### src/rtl/hart_timer.sv
module hart_timer #(
  parameter int NHARTS = 4,
  parameter int AW     = 16
) (
  input  logic              clk,
  input  logic              rst_n,
  input  logic              tick,
  input  logic              req_valid,
  input  logic              req_write,
  input  logic [AW-1:0]     req_addr,
  input  logic [31:0]       req_wdata,
  output logic [31:0]       rsp_rdata,
  output logic              rsp_err,
  output logic [NHARTS-1:0] tmr_irq
);
  localparam int WB = 15;
  localparam logic [11:0] TIME_SLOT = 12'hFFF;

  logic [63:0] cnt;
  logic [63:0] cmp [NHARTS];
  logic [63:0] sel;

  wire        in_win  = (req_addr >> WB) == '0;
  wire [11:0] slot    = req_addr[14:3];
  wire        hi      = req_addr[2];
  wire        is_time = slot == TIME_SLOT;
  wire        wr      = req_valid & req_write & in_win;

  assign rsp_err = req_valid & ~in_win;

  always_ff @(posedge clk) begin
    if (!rst_n)                cnt <= '0;
    else if (wr && is_time)    cnt <= hi ? {req_wdata, cnt[31:0]} : {cnt[63:32], req_wdata};
    else if (tick)             cnt <= cnt + 64'd1;
  end

  for (genvar g = 0; g < NHARTS; g++) begin : g_hart
    always_ff @(posedge clk) begin
      if (!rst_n) begin
        cmp[g]     <= '1;
        tmr_irq[g] <= 1'b0;
      end else begin
        if (wr && !is_time && slot == 12'(g))
          cmp[g] <= hi ? {req_wdata, cmp[g][31:0]} : {cmp[g][63:32], req_wdata};
        tmr_irq[g] <= cnt >= cmp[g];
      end
    end
  end

  always_comb begin
    sel = '0;
    if (req_valid && in_win) begin
      if (is_time) sel = cnt;
      else
        for (int h = 0; h < NHARTS; h++)
          if (slot == 12'(h)) sel = cmp[h];
    end
    rsp_rdata = hi ? sel[63:32] : sel[31:0];
  end
endmodule

### config.mk
export PLATFORM = sky130hd
export DESIGN_NAME = hart_timer
export DESIGN_NICKNAME = d
export VERILOG_FILES = /design/src/rtl/hart_timer.sv
export SDC_FILE = /design/constraint.sdc
export NUM_CORES = 1
export LEC_CHECK = 0
export ABC_AREA = 1
export BUFFER_PORTS_ARGS = -buffer_cell sky130_fd_sc_hd__buf_2
export CORE_MARGIN = 2
export CORE_UTILIZATION = 40
export CTS_CLUSTER_SIZE = 8
export DETAILED_ROUTE_END_ITERATION = 8
export SLEW_MARGIN = 15
export SYNTH_ARGS = -nofsm -noshare
export SYNTH_HDL_FRONTEND = slang
export SYNTH_SLANG_ARGS = --single-unit
export TNS_END_PERCENT = 50
### constraint.sdc
create_clock -name clk -period 7.8 [get_ports clk]
set_input_delay 1.17 -clock clk [delete_from_list [all_inputs] [get_ports clk]]
set_output_delay 1.17 -clock clk [all_outputs]
set_load 0.005 [all_outputs]
==> flow_summary.rst, run 1 <==
.. list-table::
   :header-rows: 1

   * - Metric
     - Value
   * - HPWL reported at the end of detailed placement
     - 61600 microns
   * - Number of antenna diodes
     - 0
   * - Static leakage power
     - between 10 and 15 nW
   * - Number of cells traversed by the worst register-to-register path
     - 9
   * - Clock latency on the worst-skew pair
     - 0.58 ns
   * - Outcome
     - completed
   * - Async set-or-reset flop fraction in the synthesized netlist
     - 0
   * - Fin cells
     - 4197
   * - Class of the tightest hold or removal check
     - reg -> reg
   * - Final Setup Violations
     - 0
   * - Width of the chip
     - 250 microns
   * - Critical path buffers and inverters
     - 3
   * - Drt drc
     - 0
   * - Number of rows in the core area
     - 90
   * - Top_reg_cell synth
     - edfxtp_1
   * - Maximum clock skew at final layout
     - 0.0259 ns
   * - Hold Path Cell Cnt
     - 2
   * - Port-buffer cells
     - 87
   * - Initial DRC Count
     - 1981
   * - Initial antenna violation count
     - 0
   * - Clock-pin transition on the worst setup and hold timing paths
     - about 0.05 ns
   * - Endpoint required time on the critical path
     - 6.63 ns
   * - Global-route wire length before repair
     - about 120000 microns
   * - Total placed cells including tap cells
     - 4110
   * - Worst slack on hold paths
     - 0.620 ns
   * - Deepest level of the CTS H-tree
     - 2
   * - Slowest library cell on the worst path
     - nand3_2
   * - Total of hold buffers inserted after clock tree synthesis
     - 0
   * - Area growth, synth to finish
     - 10.5%
   * - Slowest Stage Delay on Critical Path
     - ~0.73 ns
   * - Height of the chip
     - between 200 and 250 microns
   * - Overall die area
     - 62500 sq um
   * - Cells taking the most area after synthesis
     - edfxtp_1 32%, nand2_1 16%, ha_1 13%
   * - Synthesized area divided by synthesized cell count
     - 7.26 sq um
   * - Post-DR vias/cell
     - 5.24
   * - Post-synth EDFFs
     - 256
   * - Total number of clock tree sinks
     - 324
   * - Vias in the first global route
     - between 20000 and 25000
   * - Total global-route track usage
     - 0.260
   * - Number of clock buffers inserted by TritonCTS
     - 46
   * - Starting density of the core
     - 0.402
   * - Clock Path Buffers
     - 3
   * - Fmax
     - 0.191 GHz
   * - Cell area power density
     - 164 nW/um^2
   * - Pin count of the biggest net entering global routing
     - 66
   * - Yosys warning count
     - 0
   * - Number of hold-slack violations in the final timing report
     - 0
   * - Wire length per cell
     - 19.4 microns
   * - Critical path type
     - in -> out
   * - Max-capacitance violation count
     - 0
   * - Worst rel slew slack
     - 0.266
   * - Post-layout nets
     - roughly 3700
   * - Post-route clock period utilization
     - 0.670
   * - Flops & latches, synth
     - around 320
   * - Netlist area before placement
     - 24200 sq um
   * - Critical path endpoint category
     - output pin
   * - Share of synthesized area occupied by flip-flops and latches
     - 0.374
   * - Area share of the largest cell type after synthesis
     - 0.318
   * - Critical Path Stages
     - 12
   * - Total I/O pin count
     - 90
   * - Vias
     - 22000
   * - Critical path arrival
     - between 4 and 5 ns
   * - Largest voltage drop on the vdd net
     - roughly 0.12 mV
   * - Max Slew Vio Count
     - 0
   * - Final Routed Wirelength
     - between 80000 and 90000 microns
   * - Total global routing overflow
     - 0
   * - Crit start category
     - primary input
   * - Worst setup margin
     - 2.57 ns
   * - Largest fanout of any net on the critical path
     - 32
   * - Number of cells produced by synthesis
     - roughly 3300
   * - Buffers inserted during post-CTS setup optimization
     - 0
   * - RSZ-0062 raised after global routing
     - false
   * - TritonRoute pass-1 iters
     - 5
   * - Core box area
     - 60100 sq um
   * - Pin slew with the least headroom to its limit
     - 1.10 ns
   * - Total of cells resized after clock tree synthesis
     - 0
   * - CP cell instances
     - buf_2, nor2_2, nand4_1, nor2_2, nand3_2, buf_4, nor2_1, nor2_1, nand2_1, nand2_1, a21oi_1, buf_2
   * - CTS tree
     - built
   * - Kind of cell adding the most delay to the critical path
     - simple AND/OR/NAND/NOR gates
   * - Distinct cell type count of the synthesized netlist
     - between 40 and 50
   * - Final critical path time including I/O delays and setup
     - 5.23 ns
   * - Fraction of final layout cells sized beyond drive strength 1
     - 0.0641
   * - Syn Nets
     - 3642
   * - Cell type with the largest total area after synthesis
     - edfxtp_1
   * - Final setup TNS
     - 0 ns
   * - Final GP Congestion
     - 0.998
   * - Root buf cell
     - clkbuf_16
   * - Remaining number of nets flagged by the antenna check after routing
     - 0
   * - Pre-CTS worst setup slack
     - 2.49 ns
==> worst min-delay path, stage by stage, from the launching register on <==
cell and delay [ns]:
dfxtp_1 0.40, nand2_1 0.11, a21oi_1 0.06
==> final timing paths <==
check | startpoint | slack, ns | endpoint
max | req_addr[6] | 2.57 | rsp_rdata[10]
min | cnt[57]$_SDFFE_PN0P_ | 0.62 | cnt[57]$_SDFFE_PN0P_
min reg2reg | cnt[57]$_SDFFE_PN0P_ | 0.62 | cnt[57]$_SDFFE_PN0P_
max reg2reg | cnt[59]$_SDFFE_PN0P_ | 4.86 | tmr_irq[1]$_SDFF_PN0_
==> stage by stage <==
| stage | power (mW) | instance area, sq um | utilization |
|---|---|---|---|
| 3_3_place_gp | 2.47 | 25400 | 0.422 |
| 6_report | 4.39 | 26700 | 0.445 |
| 5_1_grt | 4.56 | 26700 | 0.445 |
| 4_1_cts | 4.41 | 26700 | 0.444 |
| 3_5_place_dp | 2.48 | 25400 | 0.422 |
| 2_1_floorplan | 2.31 | 24200 | - |
==> cell usage in the layout (no fill, tap or decap), drive strengths merged, types with 4 or more instances in the layout <==
cell type	instances
nand3	125
edfxtp	256
buf	113
nand3b	7
nor3	33
dfxtp	68
clkbuf	86
a31oi	7
nor2	353
ha	257
o21bai	4
o21ai	206
a21o	4
a21oi	259
inv	475
nand2	1044
xor2	31
nand4	50
o211ai	10
o21a	12
==> layout make-up <==
cell class	instances	area [sq um]
Multi-Input combinational cell	2416	12900
Timing Repair Buffer	113	646
Tap cell	782	978
Clock buffer	86	1380
Fill cell	6229	33400
Sequential cell	324	9050
Inverter	476	1790
==> state kept, by name, indices dropped and copies added (netlist names) <==
register and cells:
cnt 64, tmr_irq 4, cmp 256
==> report_power, final <==
group / internal (mW) / total, mW / switching, mW
clock network: 1.17 / 1.95 / 0.774
logic: 0.135 / 0.443 / 0.308
registers: 1.94 / 2.01 / 0.0647
total: 3.25 / 4.39 / 1.15
==> cell usage after synthesis (6+ instances only) <==
cell,count
nand2_1,1035
inv_1,465
nor2_1,344
a21oi_1,259
ha_1,257
edfxtp_1,256
o21ai_0,162
nand3_1,121
dfxtp_1,68
clkbuf_1,55
nand4_1,49
buf_2,46
o21ai_1,44
xor2_1,31
nor3_1,26
o21a_1,12
o211ai_1,10
inv_2,8
a31oi_1,7
buf_6,7
nand3b_1,7
buf_4,6
nor2_2,6
nor3_2,6
==> layer usage <==
layer	routed length [microns]	vias up	share of wire	global-route usage
met2	36300	707	0.44	0.413
met3	5110	145	0.063	0.0338
li1	-	10900	-	-
met1	37300	10200	0.46	0.363
met5	0	-	0	0
met4	2930	0	0.036	0.0914
==> cells by family (layout without fill, tap and decap cells) <==
family | after synthesis | count (layout) | synth area share
AND/OR/NAND/NOR | 1622 | 1622 | 0.275
buffers and inverters | 592 | 675 | 0.0975
AO/OA/AOI/OAI | 504 | 504 | 0.108
flip-flops | 324 | 324 | 0.374
XOR/XNOR | 33 | 33 | 0.0119
adder cells (fa/ha/maj) | 257 | 257 | 0.133
No activity file was read; power rests on OpenSTA's default activity.
==> inputs of run 2 (changes only) <==
clock period = 4.8 ns   (was 7.8 ns; I/O delays follow)
==> run 2 against run 1 <==
Sequential share of layout area fell by 0.096 points; clock power is 64% higher; final area is 0.29% higher; die area did not move; sequential cell count unchanged; setup slack got worse by 1.5 ns; non-clock buffer count grew 6; sequential power rose by 62%; combinational power up 63%.
==> flow_summary.rst, run 2 (synthesis results as in run 1) <==
.. list-table::
   :header-rows: 1

   * - Metric
     - Value
   * - Outcome
     - completed
   * - Critical path endpoint category
     - output pin
   * - CTS tree
     - built
   * - Beginning of the worst register-to-register path
     - cnt[1]$_SDFFE_PN0P_
   * - Pin count of the biggest net entering global routing
     - 77 (+17%)
   * - Cell area power density
     - 268 nW/um^2 (+63%)
   * - Final Setup Violations
     - 0 (unchanged)
   * - Area growth, synth to finish
     - 10.9%
   * - Min-Delay Startpoint
     - req_wdata[23]
   * - Final GP Congestion
     - 1.01 (+1.4%)
   * - Worst slack on hold paths
     - 0.486 ns (-0.134 ns)
   * - Flip-flop count of the largest register, all copies and words added
     - 256 (unchanged)
   * - Starting density of the core
     - 0.402 (unchanged)
   * - Number of clock buffers inserted by TritonCTS
     - 47 (+2.2%)
   * - Initial antenna violation count
     - 1 (+1)
   * - Fmax
     - 0.265 GHz
   * - RSZ-0062 raised after global routing
     - false
   * - Total number of clock tree sinks
     - 324 (unchanged)
   * - Wire length per cell
     - 19.6 microns (+0.87%)
   * - Final Routed Wirelength
     - 82500 microns (+1.0%)
   * - Endpoint required time on the critical path
     - 4.08 ns (-2.55 ns)
   * - Crit start category
     - primary input
   * - Global-route wire length before repair
     - 124000 microns (-0.24%)
   * - Worst rel slew slack
     - 0.244 (-0.0212)
   * - Number of antenna diodes
     - 0 (unchanged)
   * - Total I/O pin count
     - 90 (unchanged)
   * - Remaining number of nets flagged by the antenna check after routing
     - 0 (unchanged)
   * - Vias
     - 21900 (-0.22%)
   * - Width of the chip
     - 250 microns (unchanged)
   * - Port-buffer cells
     - 87 (unchanged)
   * - Drt drc
     - 0 (unchanged)
   * - TritonRoute pass-1 iters
     - 5 (unchanged)
   * - Total global routing overflow
     - 0 (unchanged)
   * - Register bank with the most flops
     - cmp
   * - Post-DR vias/cell
     - 5.22 (-0.38%)
   * - Core box area
     - 60100 sq um (unchanged)
   * - Most common cell after layout, fill and taps aside
     - nand2_1
   * - HPWL reported at the end of detailed placement
     - 61200 microns (-0.63%)
   * - Height of the chip
     - 250 microns (unchanged)
   * - Root buf cell
     - clkbuf_16
   * - Post-layout nets
     - 3694 (+0.19%)
   * - Fraction of final layout cells sized beyond drive strength 1
     - 0.0663 (+0.00221)
   * - Total global-route track usage
     - 0.262 (+0.00241)
   * - Max-capacitance violation count
     - 0 (unchanged)
   * - Pin slew with the least headroom to its limit
     - 1.13 ns (+0.0317 ns)
   * - Critical path arrival
     - 3.06 ns (-1.00 ns)
   * - Capture endpoint of the worst hold path
     - cnt[23]$_SDFFE_PN0P_
   * - Post-route clock period utilization
     - 0.787
   * - Initial DRC Count
     - 1839 (-7.2%)
   * - Critical path type
     - in -> out
   * - Worst setup slack for register-to-register paths
     - 1.83 ns (-3.03 ns)
   * - Largest registers
     - cmp x256, cnt x64, tmr_irq x4
   * - Static leakage power
     - 12.2 nW (+0.35%)
   * - Total of cells resized after clock tree synthesis
     - 0 (unchanged)
   * - Vias in the first global route
     - 20700 (-0.42%)
   * - Clock latency on the worst-skew pair
     - 0.58 ns (about the same)
   * - Buffers inserted during post-CTS setup optimization
     - 0 (unchanged)
   * - Final setup TNS
     - 0 ns (unchanged)
   * - Overall die area
     - 62500 sq um (unchanged)
   * - Number of rows in the core area
     - 90 (unchanged)
   * - Number of cells traversed by the worst register-to-register path
     - 9 (unchanged)
   * - Commonest cells after routing, fill and taps aside
     - 1035 x nand2_1, 464 x inv_1, 340 x nor2_1
   * - Largest voltage drop on the vdd net
     - 0.229 mV (+83%)
   * - FF-to-FF End
     - cnt[46]$_SDFFE_PN0P_
   * - Deepest level of the CTS H-tree
     - 2 (unchanged)
   * - Total of hold buffers inserted after clock tree synthesis
     - 0 (unchanged)
   * - Clock-pin transition on the worst setup and hold timing paths
     - 0.06 ns (about the same)
   * - Number of hold-slack violations in the final timing report
     - 0 (unchanged)
   * - Final-layout fill cell count
     - 6218 (-0.18%)
   * - Clock Path Buffers
     - 3 (unchanged)
   * - Max Slew Vio Count
     - 0 (unchanged)
   * - Hold Path Cell Cnt
     - 3 (+1)
   * - Largest fanout of any net on the critical path
     - 21 (-34%)
   * - Maximum clock skew at final layout
     - 0.0188 ns (-0.00713 ns)
   * - Final critical path time including I/O delays and setup
     - about 3.8 ns
   * - Class of the tightest hold or removal check
     - in -> reg
==> run 2: where the power goes <==
| group | switching (mW) | total [mW] | leakage, nW | internal (mW) |
|---|---|---|---|---|
| logic | 0.503 | 0.721 | 8.36 | 0.218 |
| registers | 0.105 | 3.26 | 3.14 | 3.15 |
| clock network | 1.28 | 3.20 | 0.664 | 1.92 |
| total | 1.89 | 7.18 | 12.2 | 5.29 |
==> run 2: area by class of cell <==
cell class | instances | area (sq um) | share of cell area
clock buffer | 86 | 1390 | 0.0516
sequential | 324 | 9050 | 0.337
inverter | 476 | 1790 | 0.0668
clock inverter | 1 | 8.76 | 0.000327
timing repair buffer | 119 | 703 | 0.0262
multi-input combinational | 2416 | 12900 | 0.481
tap | 782 | 978 | 0.0365
==> run 2: worst max path at each step <==
stage | depth (start not counted) | slack (ns) | end | startpoint
floorplan | 8 | 0.40 | cmp[0][100]$_SDFFCE_PN1P_ | req_addr[11]
global placement | 14 | 1.07 | rsp_rdata[20] | req_addr[12]
detailed placement | 9 | 1.03 | cmp[1][50]$_SDFFCE_PN1P_ | req_addr[4]
CTS | 14 | 1.07 | rsp_rdata[20] | req_addr[11]
global route | 14 | 0.88 | rsp_rdata[20] | req_addr[14]
finish | 14 | 1.02 | rsp_rdata[20] | req_addr[11]
==> run 2: metrics by stage <==
step           std cells  power (mW)  instance area [sq um]   util  setup WS [ns]
5_1_grt             4204        7.44                  26800  0.446          0.881
6_report            4204        7.18                  26800  0.446           1.02
2_1_floorplan       3332        3.76                  24200      -          0.404
3_3_place_gp        4117        4.02                  25400  0.423           1.07
3_5_place_dp        4117        4.03                  25400  0.423           1.03
4_1_cts             4204        7.23                  26800  0.446           1.07
==> run 2: worst max-delay path, stage by stage <==
cell and delay [ns]:
buf_2 0.09, inv_1 0.09, nand3_1 0.17, inv_2 0.17
nand2_1 0.16, inv_2 0.41, buf_4 0.30, nand2_1 0.06
o21ai_0 0.07, nor2_1 0.08, nand2_1 0.08, nand2_1 0.11
a21oi_1 0.33, buf_2 0.19
==> run 2: metal layers <==
metal / global-route usage / vias up / routed length (microns)
li1: - / 10900 / -
met1: 0.358 / 10100 / 36200
met2: 0.420 / 753 / 36900
met3: 0.0378 / 159 / 6030
met4: 0.102 / 2 / 3290
met5: 0 / - / 13
==> inputs of run 3 (changes only) <==
clock period = 3.2 ns   (was 4.8 ns; I/O delays follow)
==> run 3 against run 2 <==
Register-to-register slack worse by 1.3 ns; non-clock buffer count up 29; count of clock-buffer cells in the layout stayed put; setup slack got worse by 0.82 ns; sequential share of layout area decreased by 0.60 points; utilization grew 0.81 points; power up 50%; via count rose by 0.27%; die area did not move; critical endpoint is now rsp_rdata[12]; largest cell class unchanged.
==> flow_summary.rst, run 3 (synthesis results as in run 1) <==
.. list-table::
   :header-rows: 1

   * - Metric
     - Value
   * - Outcome
     - completed
   * - Clock Path Buffers
     - 3 (unchanged)
   * - Min-Delay Startpoint
     - req_wdata[23]
   * - Slowest Stage Delay on Critical Path
     - 0.32 ns (-0.09 ns)
   * - TritonRoute pass-1 iters
     - 6 (+1)
   * - Critical path arrival
     - 2.52 ns (-0.54 ns)
   * - Endpoint required time on the critical path
     - 2.72 ns (-1.36 ns)
   * - Most common cell after layout, fill and taps aside
     - nand2_1
   * - Pin count of the biggest net entering global routing
     - 73 (-5.2%)
   * - HPWL reported at the end of detailed placement
     - 62900 microns (+2.7%)
   * - Clock-pin transition on the worst setup and hold timing paths
     - 0.05 ns (about the same)
   * - Height of the chip
     - 250 microns (unchanged)
   * - Total placed cells including tap cells
     - 4146 (+0.70%)
   * - Clock latency on the worst-skew pair
     - 0.60 ns (+0.02 ns)
   * - Initial antenna violation count
     - 0 (-1)
   * - Buffers inserted during post-CTS setup optimization
     - 0 (unchanged)
   * - Worst slack on hold paths
     - 0.219 ns (-0.268 ns)
   * - Register bank with the most flops
     - cmp
   * - Drt drc
     - 0 (unchanged)
   * - Critical path type
     - in -> out
   * - FF-to-FF End
     - tmr_irq[1]$_SDFF_PN0_
   * - Max Slew Vio Count
     - 0 (unchanged)
   * - Total of hold buffers inserted after clock tree synthesis
     - 0 (unchanged)
   * - Critical path buffers and inverters
     - 5 (-1)
   * - Initial DRC Count
     - 2003 (+8.9%)
   * - Number of cells traversed by the worst register-to-register path
     - 9 (unchanged)
   * - Largest fanout of any net on the critical path
     - 25 (+19%)
   * - Static leakage power
     - 12.4 nW (+1.9%)
   * - Final Routed Wirelength
     - 83000 microns (+0.67%)
   * - Vias in the first global route
     - 20800 (+0.55%)
   * - Final GP Congestion
     - 1.03 (+1.7%)
   * - Final critical path time including I/O delays and setup
     - 3.00 ns
   * - Slowest library cell on the worst path
     - a21oi_1
   * - Crit start category
     - primary input
   * - Root buf cell
     - clkbuf_16
   * - Class of the tightest hold or removal check
     - in -> reg
   * - Total I/O pin count
     - 90 (unchanged)
   * - Largest voltage drop on the vdd net
     - 0.349 mV (+52%)
   * - Kind of cell adding the most delay to the critical path
     - buffers and inverters
   * - Post-layout nets
     - 3723 (+0.79%)
   * - Total global routing overflow
     - 0 (unchanged)
   * - Pin slew with the least headroom to its limit
     - 1.05 ns (-0.0858 ns)
   * - Cell area power density
     - 395 nW/um^2 (+48%)
   * - CTS tree
     - built
   * - Fraction of final layout cells sized beyond drive strength 1
     - 0.0742 (+0.00782)
   * - Number of rows in the core area
     - 90 (unchanged)
   * - Total of cells resized after clock tree synthesis
     - 0 (unchanged)
   * - Number of clock buffers inserted by TritonCTS
     - 47 (unchanged)
   * - Hold Path Cell Cnt
     - 3 (unchanged)
   * - Flip-flop count of the largest register, all copies and words added
     - 256 (unchanged)
   * - Fmax
     - 0.333 GHz
   * - Largest registers
     - cmp x256, cnt x64, tmr_irq x4
   * - Most repeated library cell on the critical path
     - nand2_1
   * - Core box area
     - 60100 sq um (unchanged)
   * - Critical path endpoint category
     - output pin
   * - Wire length per cell
     - 19.6 microns (about the same)
   * - Total global-route track usage
     - 0.263 (+0.000759)
   * - Capture endpoint of the worst hold path
     - cnt[23]$_SDFFE_PN0P_
   * - Number of hold-slack violations in the final timing report
     - 0 (unchanged)
   * - Vias
     - 22000 (+0.27%)
   * - Port-buffer cells
     - 87 (unchanged)
   * - Post-DR vias/cell
     - 5.19 (-0.48%)
   * - Max-capacitance violation count
     - 0 (unchanged)
   * - Starting density of the core
     - 0.402 (unchanged)
   * - Worst setup slack for register-to-register paths
     - 0.58 ns (-1.25 ns)
   * - Final Power
     - 10.8 mW (+50%)
   * - Final setup TNS
     - 0 ns (unchanged)
   * - Maximum clock skew at final layout
     - 0.0298 ns (+0.0110 ns)
   * - Remaining number of nets flagged by the antenna check after routing
     - 0 (unchanged)
   * - Deepest level of the CTS H-tree
     - 2 (unchanged)
   * - Global-route wire length before repair
     - 125000 microns (+0.55%)
   * - Final Setup Violations
     - 0 (unchanged)
   * - Final-layout fill cell count
     - 6164 (-0.87%)
   * - Beginning of the worst register-to-register path
     - cnt[59]$_SDFFE_PN0P_
   * - Worst rel slew slack
     - 0.303 (+0.0580)
   * - Total number of clock tree sinks
     - 324 (unchanged)
   * - Commonest cells after routing, fill and taps aside
     - 1035 x nand2_1, 464 x inv_1, 340 x nor2_1
   * - CP cell instances
     - buf_2, inv_1, nand3_1, nor2_1, nand2_1, inv_2, buf_12, nand2_1, o21ai_0, nor2_1, nand2_1, nand2_1, a21oi_1, buf_2
   * - Area growth, synth to finish
     - 12.9%
   * - Overall die area
     - 62500 sq um (unchanged)
   * - Width of the chip
     - 250 microns (unchanged)
   * - Post-route clock period utilization
     - 0.938
   * - Fin cells
     - 4236 (+0.76%)
   * - RSZ-0062 raised after global routing
     - false
[run 3: metrics by stage]
stage | util | setup WS [ns] | cell area [sq um]
2_1_floorplan | - | -0.127 | 24200
3_3_place_gp | 0.431 | 0.243 | 25900
3_5_place_dp | 0.431 | 0.228 | 25900
4_1_cts | 0.454 | 0.224 | 27300
5_1_grt | 0.454 | 0.0670 | 27300
6_report | 0.454 | 0.198 | 27300
[run 3: tightest hold or removal path, cell delays in order]
cell	delay, ns
buf_2	0.13
nand3_1	0.08
a31oi_1	0.07
[run 3: how the worst max path moves through the flow]
stage	cells after the start	endpoint	slack [ns]	startpoint
2_1_floorplan	8	cmp[1][0]$_SDFFCE_PN1P_	-0.13	req_addr[10]
3_3_place_gp	12	rsp_rdata[10]	0.24	req_addr[6]
3_5_place_dp	12	rsp_rdata[10]	0.23	req_addr[6]
4_1_cts	12	rsp_rdata[10]	0.22	req_addr[6]
5_1_grt	12	rsp_rdata[20]	0.07	req_addr[10]
6_report	14	rsp_rdata[12]	0.20	req_addr[3]
[run 3: final cells by class]
cell class | count | area, sq um | share of cell area
multi-input cells | 2416 | 12900 | 0.473
flip-flops and latches | 324 | 9050 | 0.331
inverters | 476 | 1790 | 0.0656
clock buffers | 86 | 1360 | 0.0499
repair buffers | 148 | 1180 | 0.0433
well taps | 782 | 978 | 0.0358
clock inverters | 2 | 25.0 | 0.000916
diodes | 2 | 5.00 | 0.000183
[run 3: metal layers]
layer | vias up | share of wire | global-route usage
met1 | 10200 | 0.46 | 0.362
met5 | - | 0 | 0
li1 | 11000 | - | -
met2 | 654 | 0.45 | 0.429
met4 | 0 | 0.034 | 0.0869
met3 | 145 | 0.059 | 0.0322
[run 3: report_power, final]
| group | internal [mW] | switching [mW] |
|---|---|---|
| sequential | 4.73 | 0.143 |
| combinational | 0.358 | 0.780 |
| clock | 2.85 | 1.93 |
